## src/rtl/carry_cell_pkg.sv

```systemverilog
package carry_cell_pkg;

  typedef enum logic [1:0] {
    KIND_D  = 2'd0,
    KIND_T  = 2'd1,
    KIND_JK = 2'd2,
    KIND_SR = 2'd3
  } regKind_e;

  // Strobes from the control to the storage bit; at most one is meant to act
  typedef struct packed {
    logic clear;
    logic load;
    logic set;
    logic toggle;
  } regStrobe_t;

endpackage

```

## src/rtl/carry_cell_lut.sv

```systemverilog
module carry_cell_lut #(
  parameter int K = 4
) (
  input  logic [(1<<K)-1:0] cfgTable,
  input  logic              cfgArith,
  input  logic [K-1:0]      dataIn,
  input  logic              carryIn,
  output logic              lutResult,
  output logic              carryOut
);
  localparam int TABLE_BITS = 1 << K;
  localparam int HALF_W     = K - 1;

  logic [HALF_W-1:0] halfIdx;
  logic [K-1:0]      sumIdx;
  logic [K-1:0]      carryIdx;

  // carry-in sits on the top index bit of each half
  assign halfIdx  = {carryIn, dataIn[K-3:0]};
  assign sumIdx   = {1'b0, halfIdx};
  assign carryIdx = {1'b1, halfIdx};

  always_comb begin
    if (cfgArith) begin
      lutResult = cfgTable[sumIdx];
      carryOut  = cfgTable[carryIdx];
    end else begin
      lutResult = cfgTable[dataIn];
      carryOut  = 1'b0;
    end
  end

  initial begin
    assert (TABLE_BITS >= 8) else $error("K must be at least 3");
  end

endmodule

```

## src/rtl/carry_cell_control.sv

```systemverilog
module carry_cell_control
  import carry_cell_pkg::*;
(
  input  regKind_e   regKind,
  input  logic       cfgChainIn,
  input  logic       chainIn,
  input  logic       lutResult,
  input  logic       auxCtl,
  input  logic       clkEn,
  input  logic       syncClr,
  input  logic       syncLoad,
  output regStrobe_t strobe
);
  logic srcBit;

  assign srcBit = cfgChainIn ? chainIn : lutResult;

  // priority: synchronous clear, then load, then the enabled flip-flop function
  always_comb begin
    strobe = '0;
    if (syncClr) begin
      strobe.clear = 1'b1;
    end else if (syncLoad) begin
      strobe.load = 1'b1;
    end else if (clkEn) begin
      unique case (regKind)
        KIND_D: begin
          strobe.set   = srcBit;
          strobe.clear = ~srcBit;
        end
        KIND_T: strobe.toggle = srcBit;
        KIND_JK: begin
          strobe.toggle = srcBit & auxCtl;
          strobe.set    = srcBit & ~auxCtl;
          strobe.clear  = ~srcBit & auxCtl;
        end
        KIND_SR: begin
          strobe.clear = auxCtl;
          strobe.set   = srcBit & ~auxCtl;
        end
        default: strobe = '0;
      endcase
    end
  end

endmodule

```

## src/rtl/carry_cell_datapath.sv

```systemverilog
module carry_cell_datapath
  import carry_cell_pkg::*;
(
  input  logic       clk,
  input  logic       clrAsync,
  input  regStrobe_t strobe,
  input  logic       loadData,
  input  logic       lutResult,
  input  logic       cfgOutReg,
  output logic       regQ,
  output logic       cellOut
);
  logic nextQ;

  always_comb begin
    if (strobe.clear)       nextQ = 1'b0;
    else if (strobe.load)   nextQ = loadData;
    else if (strobe.set)    nextQ = 1'b1;
    else if (strobe.toggle) nextQ = ~regQ;
    else                    nextQ = regQ;
  end

  always_ff @(posedge clk or posedge clrAsync) begin
    if (clrAsync) regQ <= 1'b0;
    else          regQ <= nextQ;
  end

  assign cellOut = cfgOutReg ? regQ : lutResult;

  // the asynchronous clear keeps the bit at zero across any edge
  assert_async_clear_R8: assert property (@(posedge clk) clrAsync |-> regQ == 1'b0);

endmodule

```

## src/rtl/carry_logic_cell.sv

```systemverilog
module carry_logic_cell
  import carry_cell_pkg::*;
#(
  parameter int K = 4
) (
  input  logic              clk,
  input  logic              clrAsync,
  input  logic [(1<<K)-1:0] cfgTable,
  input  logic              cfgArith,
  input  logic [1:0]        cfgRegKind,
  input  logic              cfgChainIn,
  input  logic              cfgOutReg,
  input  logic [K-1:0]      dataIn,
  input  logic              carryIn,
  input  logic              chainIn,
  input  logic              auxCtl,
  input  logic              clkEn,
  input  logic              syncClr,
  input  logic              syncLoad,
  input  logic              loadData,
  output logic              cellOut,
  output logic              carryOut,
  output logic              chainOut
);
  logic       lutResult;
  logic       regQ;
  regStrobe_t strobe;
  regKind_e   regKind;

  assign regKind = regKind_e'(cfgRegKind);

  carry_cell_lut #(.K(K)) u_lut (
    .cfgTable (cfgTable),
    .cfgArith (cfgArith),
    .dataIn   (dataIn),
    .carryIn  (carryIn),
    .lutResult(lutResult),
    .carryOut (carryOut)
  );

  carry_cell_control u_ctrl (
    .regKind   (regKind),
    .cfgChainIn(cfgChainIn),
    .chainIn   (chainIn),
    .lutResult (lutResult),
    .auxCtl    (auxCtl),
    .clkEn     (clkEn),
    .syncClr   (syncClr),
    .syncLoad  (syncLoad),
    .strobe    (strobe)
  );

  carry_cell_datapath u_dp (
    .clk      (clk),
    .clrAsync (clrAsync),
    .strobe   (strobe),
    .loadData (loadData),
    .lutResult(lutResult),
    .cfgOutReg(cfgOutReg),
    .regQ     (regQ),
    .cellOut  (cellOut)
  );

  assign chainOut = regQ;

  // synchronous clear wins over load and enable
  assert_sync_clear_R9: assert property (@(posedge clk) disable iff (clrAsync)
    syncClr |=> chainOut == 1'b0);

  // load stores loadData regardless of the clock enable
  assert_sync_load_R10: assert property (@(posedge clk) disable iff (clrAsync)
    (syncLoad && !syncClr) |=> chainOut == $past(loadData));

  // nothing enabled, nothing changes
  assert_hold_R10: assert property (@(posedge clk) disable iff (clrAsync)
    (!syncLoad && !syncClr && !clkEn) |=> $stable(chainOut));

  // D behaviour captures the table result
  assert_d_capture_R4: assert property (@(posedge clk) disable iff (clrAsync)
    (clkEn && !syncClr && !syncLoad && cfgRegKind == 2'd0 && !cfgChainIn)
      |=> chainOut == $past(lutResult));

  // chain input bypasses the table
  assert_chain_bypass_R11: assert property (@(posedge clk) disable iff (clrAsync)
    (clkEn && !syncClr && !syncLoad && cfgRegKind == 2'd0 && cfgChainIn)
      |=> chainOut == $past(chainIn));

  // reset side of SR dominates
  assert_sr_reset_R7: assert property (@(posedge clk) disable iff (clrAsync)
    (clkEn && !syncClr && !syncLoad && cfgRegKind == 2'd3 && auxCtl)
      |=> chainOut == 1'b0);

  // with the adder table the carry is the majority of its three inputs
  assert_adder_carry_R2: assert property (@(posedge clk) disable iff (clrAsync)
    (cfgArith && cfgTable == 16'hE896)
      |-> carryOut == ((dataIn[0] & dataIn[1]) | (carryIn & (dataIn[0] ^ dataIn[1]))));

endmodule

```

## config.mk

```make
export PLATFORM = sky130hd
export DESIGN_NAME = carry_logic_cell
export DESIGN_NICKNAME = d
export VERILOG_FILES = /design/src/rtl/carry_cell_pkg.sv /design/src/rtl/carry_cell_lut.sv /design/src/rtl/carry_cell_control.sv /design/src/rtl/carry_cell_datapath.sv /design/src/rtl/carry_logic_cell.sv
export SDC_FILE = /design/constraint.sdc
export NUM_CORES = 1
export LEC_CHECK = 0
export ABC_CLOCK_PERIOD_IN_PS = 2850
export BUFFER_PORTS_ARGS = -buffer_cell sky130_fd_sc_hd__buf_4
export CAP_MARGIN = 20
export CORE_AREA = 2 2 39 41
export CTS_CLUSTER_DIAMETER = 200
export DETAILED_ROUTE_END_ITERATION = 10
export DIE_AREA = 0 0 41 43
export PLACE_DENSITY = 0.74
export SETUP_SLACK_MARGIN = 0.02
export SYNTH_ARGS = -nofsm -noshare
export SYNTH_HDL_FRONTEND = slang
export SYNTH_SLANG_ARGS = --single-unit
```

## constraint.sdc

```tcl
create_clock -name clk -period 2.85 [get_ports clk]
set_clock_uncertainty 0.15 [all_clocks]
set_input_delay 0.285 -clock clk [delete_from_list [all_inputs] [get_ports clk]]
set_output_delay 0.285 -clock clk [all_outputs]
set_load 0.1 [all_outputs]
```

==> results.json, run 1 <==
{
  "outcome": "finished clean",
  "grt_pass1_wl_um": 2210,
  "stdcell_area_sq_um": 817,
  "drt-met1-wl_um": 498,
  "min_period_ns": 2.39,
  "hp-class": "in2reg",
  "syn_to_final_growth_pct": 58.9,
  "slowest_stage": "a311o_1",
  "largest_reg_flops": 1,
  "ir_worst_vdd_v": 0.0000828,
  "critical_path_class": "in2reg",
  "start_util_pct": 37.2,
  "worstPathCellList": "buf_4 > inv_1 > ha_1 > nor3b_1 > o21ai_2 > a311o_1 > nand4bb_1 > o21a_1 > a221oi_2",
  "top_regs": "u_dp.regQ x1",
  "crit_arrival_ns": 2.14,
  "worstReg2RegStart": "u_dp.regQ$_DFFE_PP0P_",
  "antenna_cells": 0,
  "post_cts_buffers": 0,
  "syn_area_per_cell_sq_um": 8.57,
  "pin_count": 37,
  "dieHeight_um": 43,
  "endpoint_kind": "flip-flop",
  "timing.fmax_ghz": 0.419,
  "fill_cells": 122,
  "routed_wl_um": 1410,
  "gp_congestion": 0.721,
  "holdBufCountCts": 1,
  "routed.top_layer": "met3",
  "yosysWarnings": 0,
  "syn_nets": 99,
  "period_share_pct": 83.7,
  "clk_pin_slew_ns": 0,
  "vias_per_cell": 5.22,
  "setup_viol_count_final": 0,
  "dieArea_sq_mm": 0.00176,
  "final_common_cell": "buf_4",
  "met3_length_um": 100,
  "globalRouteOverflowTotal": 0,
  "grt_start_max_net_pins": 9,
  "wl_per_cell_um": 12.6,
  "crit_start": "cfgRegKind[1]",
  "drive_above_1_share_pct": 43.8,
  "io_buffers": 36,
  "max_stage_delay_ns": 0.38,
  "num_rows": 14,
  "maxSlewHeadroom_pct": 73.5,
  "maxCapViolCount": 0,
  "synth_seq_cells": 1,
  "antenna_found_initial": 0,
  "num-nets-final": 137,
  "synth_ff_type": "dfrtp_1",
  "p_leak_uw": 0.000411,
  "drtPass1Iterations": 4,
  "synth_edf_count": 0,
  "dp_hpwl_um": 1280,
  "final_hold_viol_count": 0,
  "placed_area_sq_um": 807,
  "hp-start": "cfgChainIn",
  "ctsResizeCount": 0,
  "r2r_cells": 4,
  "clkLatencyLatePin_ns": 0,
  "ant_nets": 0,
  "dp_cells": 111,
  "startpoint_type": "primary input",
  "report.final.slew_viol_count": 0,
  "syn-instance-count": 60,
  "setup_tns_ns": 0,
  "worst_pin_slew_ns": 0.396,
  "vias": 585,
  "synth_cell_types": 29,
  "fin_cells": 112,
  "synthArstFlopShare_pct": 100,
  "rsz0062_at_grt": "false",
  "drtIter0Drc": 1,
  "grtUsageTotal_pct": 17.2,
  "seq_area_frac_synth_pct": 4.87,
  "pre_cts_slack_ns": 0.485,
  "powerDensity_mw_per_mm2": 204,
  "die_x_um": 41,
  "syn_area_sq_um": 514,
  "met2_length_um": 808,
  "path_max_fanout": 3,
  "whs_path_depth": 3,
  "grt_pass1_vias": 581,
  "core_sq_mm": 0.00138,
  "route.detailed.drc": 0,
  "final_cell_mix": "buf_4 (36), mux2i_1 (8), nand2_1 (6)",
  "timing.hold.ws_ns": 0.439,
  "required_ns": 2.60,
  "layout_setup_ws_ns": 0.463,
  "largest_register": "u_dp.regQ"
}
==> kinds of logic (layout without fill, tap and decap cells) <==
family | Yosys count | count (layout) | share of synthesized area [%]
simple gates | 22 | 22 | 23.8
compound gates | 15 | 15 | 23.1
mux | 11 | 11 | 30.2
buf+inv | 6 | 42 | 5.84
fa+ha+maj | 5 | 5 | 12.2
flops | 1 | 1 | 4.87
==> metal layers <==
layer / up-vias / track usage, %
met2: 29 / 36.3
met5: - / 0
met3: 0 / 0.524
met4: 0 / 0
met1: 254 / 17.5
li1: 302 / -
==> worst max-delay path, delay by kind of cell <==
family	cells	cell delay, ns
adders and majority gates	1	0.18
and+or+nand+nor	2	0.56
AOI/OAI and AO/OA	4	0.96
buffers and inverters	2	0.15
==> final cells by class <==
cell class | count | area (sq um) | share of cell area (%)
tap | 16 | 20.0 | 2.45
sequential | 1 | 25.0 | 3.06
inverter | 5 | 18.8 | 2.30
multi-input combinational | 53 | 473 | 57.9
timing repair buffer | 37 | 280 | 34.3
==> synth_stat cells, drive strengths merged (2+ instances only) <==
| master | n | area share (%) |
|---|---|---|
| mux4 | 3 | 15 |
| nor2 | 5 | 3.7 |
| nor2b | 3 | 3.7 |
| a21oi | 3 | 2.9 |
| mux2i | 8 | 16 |
| a22oi | 2 | 2.9 |
| nand2 | 6 | 4.4 |
| inv | 5 | 3.7 |
| or3 | 2 | 2.4 |
| ha | 5 | 12 |
| o21ai | 2 | 2.7 |
==> worst paths after layout <==
kind	end	slack [ns]
worst min-delay path	u_dp.regQ$_DFFE_PP0P_	0.44
min in group asynchronous	u_dp.regQ$_DFFE_PP0P_	0.54
worst max-delay path	u_dp.regQ$_DFFE_PP0P_	0.46
worst max register to register	u_dp.regQ$_DFFE_PP0P_	1.28
max in group asynchronous	u_dp.regQ$_DFFE_PP0P_	1.92
worst min register to register	u_dp.regQ$_DFFE_PP0P_	0.45
==> power breakdown <==
group          switching (uW)  leakage [uW]  internal, uW
clock network               0             0             0
logic                    79.2      0.000399          69.8
registers                1.59     0.0000127          16.1
total                    80.8      0.000411          86.0
==> through the flow <==
step           power (uW)  util [%]
6_report              167      59.0
5_1_grt               178      59.0
4_1_cts               168      59.0
3_5_place_dp          167      58.3
3_3_place_gp          163      58.3
2_1_floorplan         110         -
Power figures use the tool's default switching activity.
==> run 2, diff against run 1 <==
- ABC_CLOCK_PERIOD_IN_PS: 2850 -> 2100
- CORE_AREA: 2 2 39 41 -> not set
- CORE_MARGIN: not set -> 2
- CORE_UTILIZATION: not set -> 35
- DIE_AREA: 0 0 41 43 -> not set
- PLACE_DENSITY: 0.74 -> 0.7
- clock period: 2.85 -> 2.1 ns (I/O delays scaled with it)
==> run 2 against run 1 <==
Against the previous run:
- sequential share of layout area is 0.33 points lower
- cell area is 12% higher
- die area is 1.6% higher
- via count is 4.1% higher
- sequential power is 37% higher
- final cell count is 4.5% higher
- worst hold slack worse by 0.073 ns
- the flow now finishes with violations (setup timing)
- worst setup slack worse by 0.49 ns
- largest cell class unchanged
- utilization is 9.6 points higher
- highest routed layer unchanged
- register-to-register slack worse by 0.72 ns
- global-route usage is 1.1 points lower
==> results.json, run 2 (synthesis gave the netlist of run 1 again) <==
{
  "outcome": "finished with violations",
  "failed_checks": "setup timing",
  "final_common_cell": "buf_4",
  "core_sq_mm": 0.00133,
  "dieHeight_um": 42.3,
  "path_max_fanout": 8,
  "fin_cells": 117,
  "timing.fmax_ghz": 0.470,
  "grt_pass1_vias": 613,
  "die_x_um": 42.3,
  "fill_cells": 121,
  "postLayoutCoreUtil_pct": 68.7,
  "powerDensity_mw_per_mm2": 280,
  "vias_per_cell": 5.21,
  "hp-class": "in2reg",
  "num_rows": 13,
  "num-nets-final": 143,
  "routed_wl_um": 1410,
  "vias": 609,
  "grt_start_max_net_pins": 9,
  "report.final.slew_viol_count": 0,
  "setup_viol_count_final": 2,
  "ant_nets": 0,
  "syn_to_final_growth_pct": 78.1,
  "antenna_found_initial": 0,
  "final_hold_viol_count": 0,
  "maxSlewHeadroom_pct": 80.7,
  "maxCapViolCount": 0,
  "final_cell_mix": "buf_4 (40), mux2i_1 (7), nand2_1 (6)",
  "setup_tns_ns": -0.0496,
  "min_period_ns": 2.13,
  "dieArea_sq_mm": 0.00179,
  "final-seq-area_sq_um": 25.0,
  "endpoint_kind": "flip-flop",
  "clkLatencyLatePin_ns": 0,
  "multiInputGateArea_sq_um": 512,
  "io_buffers": 36,
  "drtIter0Drc": 3,
  "grt_pass1_wl_um": 2400,
  "largest_reg_flops": 1,
  "pin_count": 37,
  "worst_pin_slew_ns": 0.285,
  "critical_path_class": "in2reg",
  "layout_setup_ws_ns": -0.0284,
  "gp_congestion": 0.788,
  "startpoint_type": "primary input",
  "ir_worst_vdd_v": 0.000183,
  "required_ns": 1.85,
  "stdcell_area_sq_um": 916,
  "period_share_pct": 101,
  "drive_above_1_share_pct": 55.9,
  "top_regs": "u_dp.regQ x1",
  "clk_pin_slew_ns": 0,
  "dp_cells": 116,
  "crit_arrival_ns": 1.88,
  "grtUsageTotal_pct": 16.1,
  "wl_per_cell_um": 12.0,
  "globalRouteOverflowTotal": 0,
  "largest_register": "u_dp.regQ",
  "antenna_cells": 0,
  "dp_hpwl_um": 1220,
  "p_leak_uw": 0.000456,
  "drtPass1Iterations": 2,
  "pre_cts_slack_ns": -0.0461,
  "rsz0062_at_grt": "true",
  "route.detailed.drc": 0,
  "placed_area_sq_um": 858,
  "start_util_pct": 38.6
}
## run 2: worst paths after layout
kind	from	endpoint	slack [ns]	cells past startpoint
max reg2reg	u_dp.regQ$_DFFE_PP0P_	u_dp.regQ$_DFFE_PP0P_	0.56	4
min reg2reg	u_dp.regQ$_DFFE_PP0P_	u_dp.regQ$_DFFE_PP0P_	0.45	2
min	cfgChainIn	u_dp.regQ$_DFFE_PP0P_	0.37	3
max	dataIn[1]	u_dp.regQ$_DFFE_PP0P_	-0.03	6
min in group asynchronous	clrAsync	u_dp.regQ$_DFFE_PP0P_	0.47	3
max in group asynchronous	clrAsync	u_dp.regQ$_DFFE_PP0P_	1.24	3
## run 2: power breakdown
group          switching (uW)  total (uW)  internal, uW
Sequential               2.27        24.2          21.9
Clock                       0           0             0
Combinational             116         232           117
Total                     118         257           139
## run 2: metal layers
layer | global-route usage, % | wire length [um] | vias to the layer above | part of all wire [%]
met1 | 18.5 | 551 | 273 | 39
met2 | 34.2 | 789 | 24 | 56
met4 | 0 | 0 | 0 | 0
met5 | 0 | 0 | - | 0
li1 | - | - | 312 | -
met3 | 0 | 66 | 0 | 4.7
## run 2: layout make-up
cell class | instances | share of cell area [%]
Inverter | 5 | 2.05
Tap cell | 15 | 2.05
Sequential cell | 1 | 2.73
Timing Repair Buffer | 43 | 37.3
Multi-Input combinational cell | 53 | 55.9
## run 2: stage by stage
stage	hold WS, ns	total power [uW]
floorplan	-0.211	152
finish	0.366	257
global placement	-0.0942	232
CTS	0.363	246
detailed placement	-0.0919	236
global route	0.387	274
## run 2: repair_timing
item	CTS	global route
setup buffers	0	0
hold buffers	1	0
setup endpoints to repair	2	2
hold endpoints to repair	1	0
pin swaps	0	3
resized for setup	4	9
## run 2: critical path, stage by stage
cell and delay, ns:
buf_6 0.12, mux2i_2 0.15, mux4_2 0.49, a22o_4 0.30, or3_4 0.37, a221oi_2 0.24
==> run 3, diff against run 2 <==
- CORE_ASPECT_RATIO: not set -> 1.1
==> run 3 against run 2 <==
Against the previous run:
- the flow now finishes without violations
- first-iteration DRC count down 33%
- power up 3.4%
- flip-flop and latch count unchanged
- critical endpoint unchanged
- die area about the same
- sequential share of layout area down 0.13 points
- combinational power up 4%
- register-to-register slack about the same
==> results.json, run 3 (synthesis gave the netlist of run 1 again) <==
{
  "final_hold_viol_count": 0,
  "max_stage_delay_ns": 0.47,
  "largest_reg_flops": 1,
  "placed_area_sq_um": 882,
  "ant_nets": 0,
  "grt_pass1_wl_um": 2370,
  "crit_arrival_ns": 1.84,
  "vias_per_cell": 5.15,
  "powerDensity_mw_per_mm2": 276,
  "worst_pin_slew_ns": 0.297,
  "r2r_cells": 4,
  "pin_count": 37,
  "grtUsageTotal_pct": 18.1,
  "layout_setup_ws_ns": 0.00719,
  "timing.fmax_ghz": 0.478,
  "clkLatencyLatePin_ns": 0,
  "antenna_found_initial": 0,
  "maxSlewHeadroom_pct": 79.9,
  "clk_pin_slew_ns": 0,
  "largest_register": "u_dp.regQ",
  "start_util_pct": 37.6,
  "maxCapViolCount": 0,
  "stdcell_area_sq_um": 962,
  "globalRouteOverflowTotal": 0,
  "top_regs": "u_dp.regQ x1",
  "outcome": "finished clean",
  "setup_viol_count_final": 0,
  "required_ns": 1.85,
  "drive_above_1_share_pct": 55.7,
  "num_rows": 14,
  "drtIter0Drc": 2,
  "crit_start": "dataIn[1]",
  "die_x_um": 40.5,
  "final_cell_mix": "buf_4 (44), mux2i_1 (7), nand2_1 (6)",
  "io_buffers": 36,
  "worstReg2RegStart": "u_dp.regQ$_DFFE_PP0P_",
  "grt_pass1_vias": 622,
  "syn_to_final_growth_pct": 87.1,
  "path_max_fanout": 8,
  "wl_per_cell_um": 11.7,
  "dieArea_sq_mm": 0.00179,
  "worstSetupEndpoint": "u_dp.regQ$_DFFE_PP0P_",
  "antenna_cells": 0,
  "critical_path_class": "in2reg",
  "core_sq_mm": 0.00137,
  "min_period_ns": 2.09,
  "vias": 628,
  "worstPathCellList": "buf_12 > mux2i_4 > mux4_2 > a22o_4 > or3_1 > a221oi_2",
  "grt_start_max_net_pins": 9,
  "pre_cts_slack_ns": -0.0857,
  "routed_wl_um": 1430,
  "num-nets-final": 147,
  "route.detailed.drc": 0,
  "dieHeight_um": 44.2,
  "gp_congestion": 0.708,
  "period_share_pct": 99.7,
  "p_leak_uw": 0.000481,
  "drtPass1Iterations": 4,
  "slowest_stage": "mux4_2",
  "endpoint_kind": "flip-flop",
  "startpoint_type": "primary input",
  "report.final.slew_viol_count": 0,
  "ir_worst_vdd_v": 0.000133,
  "dp_hpwl_um": 1240,
  "hp-class": "in2reg",
  "rsz0062_at_grt": "true",
  "rr_endpoint": "u_dp.regQ$_DFFE_PP0P_",
  "r2r_slack_ns": 0.56,
  "final_common_cell": "buf_4"
}
[run 3: changes by cell type in the layout (fill, tap and decap cells not counted), sizes merged]
cell	delta
buf	+4
[run 3: cell type report]
cell class,count,area (sq um)
tap,16,20.0
sequential,1,25.0
inverter,5,18.8
fill,121,404
multi-input combinational,53,518
timing repair buffer,47,380
[run 3: timing repair]
item | in CTS | in global routing
hold endpoints to repair | 1 | 0
setup endpoints to repair | 2 | 2
pin swaps | 1 | 4
buffers inserted | 0 | 1
hold buffers | 1 | 0
gates resized for setup | 11 | 3
cloned | 0 | 0
[run 3: stage by stage]
step                util, %  cells  hold slack [ns]  TNS, ns  power [uW]
CTS                    69.0    121            0.360  -0.0311         263
finish                 70.4    122            0.359        0         265
floorplan                 -     60           -0.211   -0.272         152
global route           70.4    122            0.370  -0.0418         282
detailed placement     64.6    120          -0.0936   -0.144         242
global placement       64.6    120          -0.0951   -0.131         239
[run 3: critical path: cells and delay by family]
family,cells,cell delay (ns)
muxes,2,0.66
AOI/OAI and AO/OA,2,0.50
and+or+nand+nor,1,0.36
buffers and inverters,1,0.12
[run 3: how the worst min path moves through the flow]
stage                from               endpoint  slack (ns)  cells after the start
2_1_floorplan    clrAsync  u_dp.regQ$_DFFE_PP0P_       -0.21                      1
3_3_place_gp     clrAsync  u_dp.regQ$_DFFE_PP0P_        -0.1                      2
3_5_place_dp     clrAsync  u_dp.regQ$_DFFE_PP0P_       -0.09                      2
4_1_cts        cfgChainIn  u_dp.regQ$_DFFE_PP0P_        0.36                      3
5_1_grt        cfgChainIn  u_dp.regQ$_DFFE_PP0P_        0.37                      3
6_report       cfgChainIn  u_dp.regQ$_DFFE_PP0P_        0.36                      3
[run 3: report_power, final]
part / internal, uW / switching (uW)
clock network: 0 / 0
registers: 21.9 / 2.14
logic: 125 / 117
total: 146 / 119
[run 3: routing by layer]
layer	vias up	share of wire (%)	GRT usage, %
li1	320	-	-
met1	279	35	20.0
met2	29	56	37.5
met3	0	8.7	0.503
met4	0	0	0
met5	-	0	0
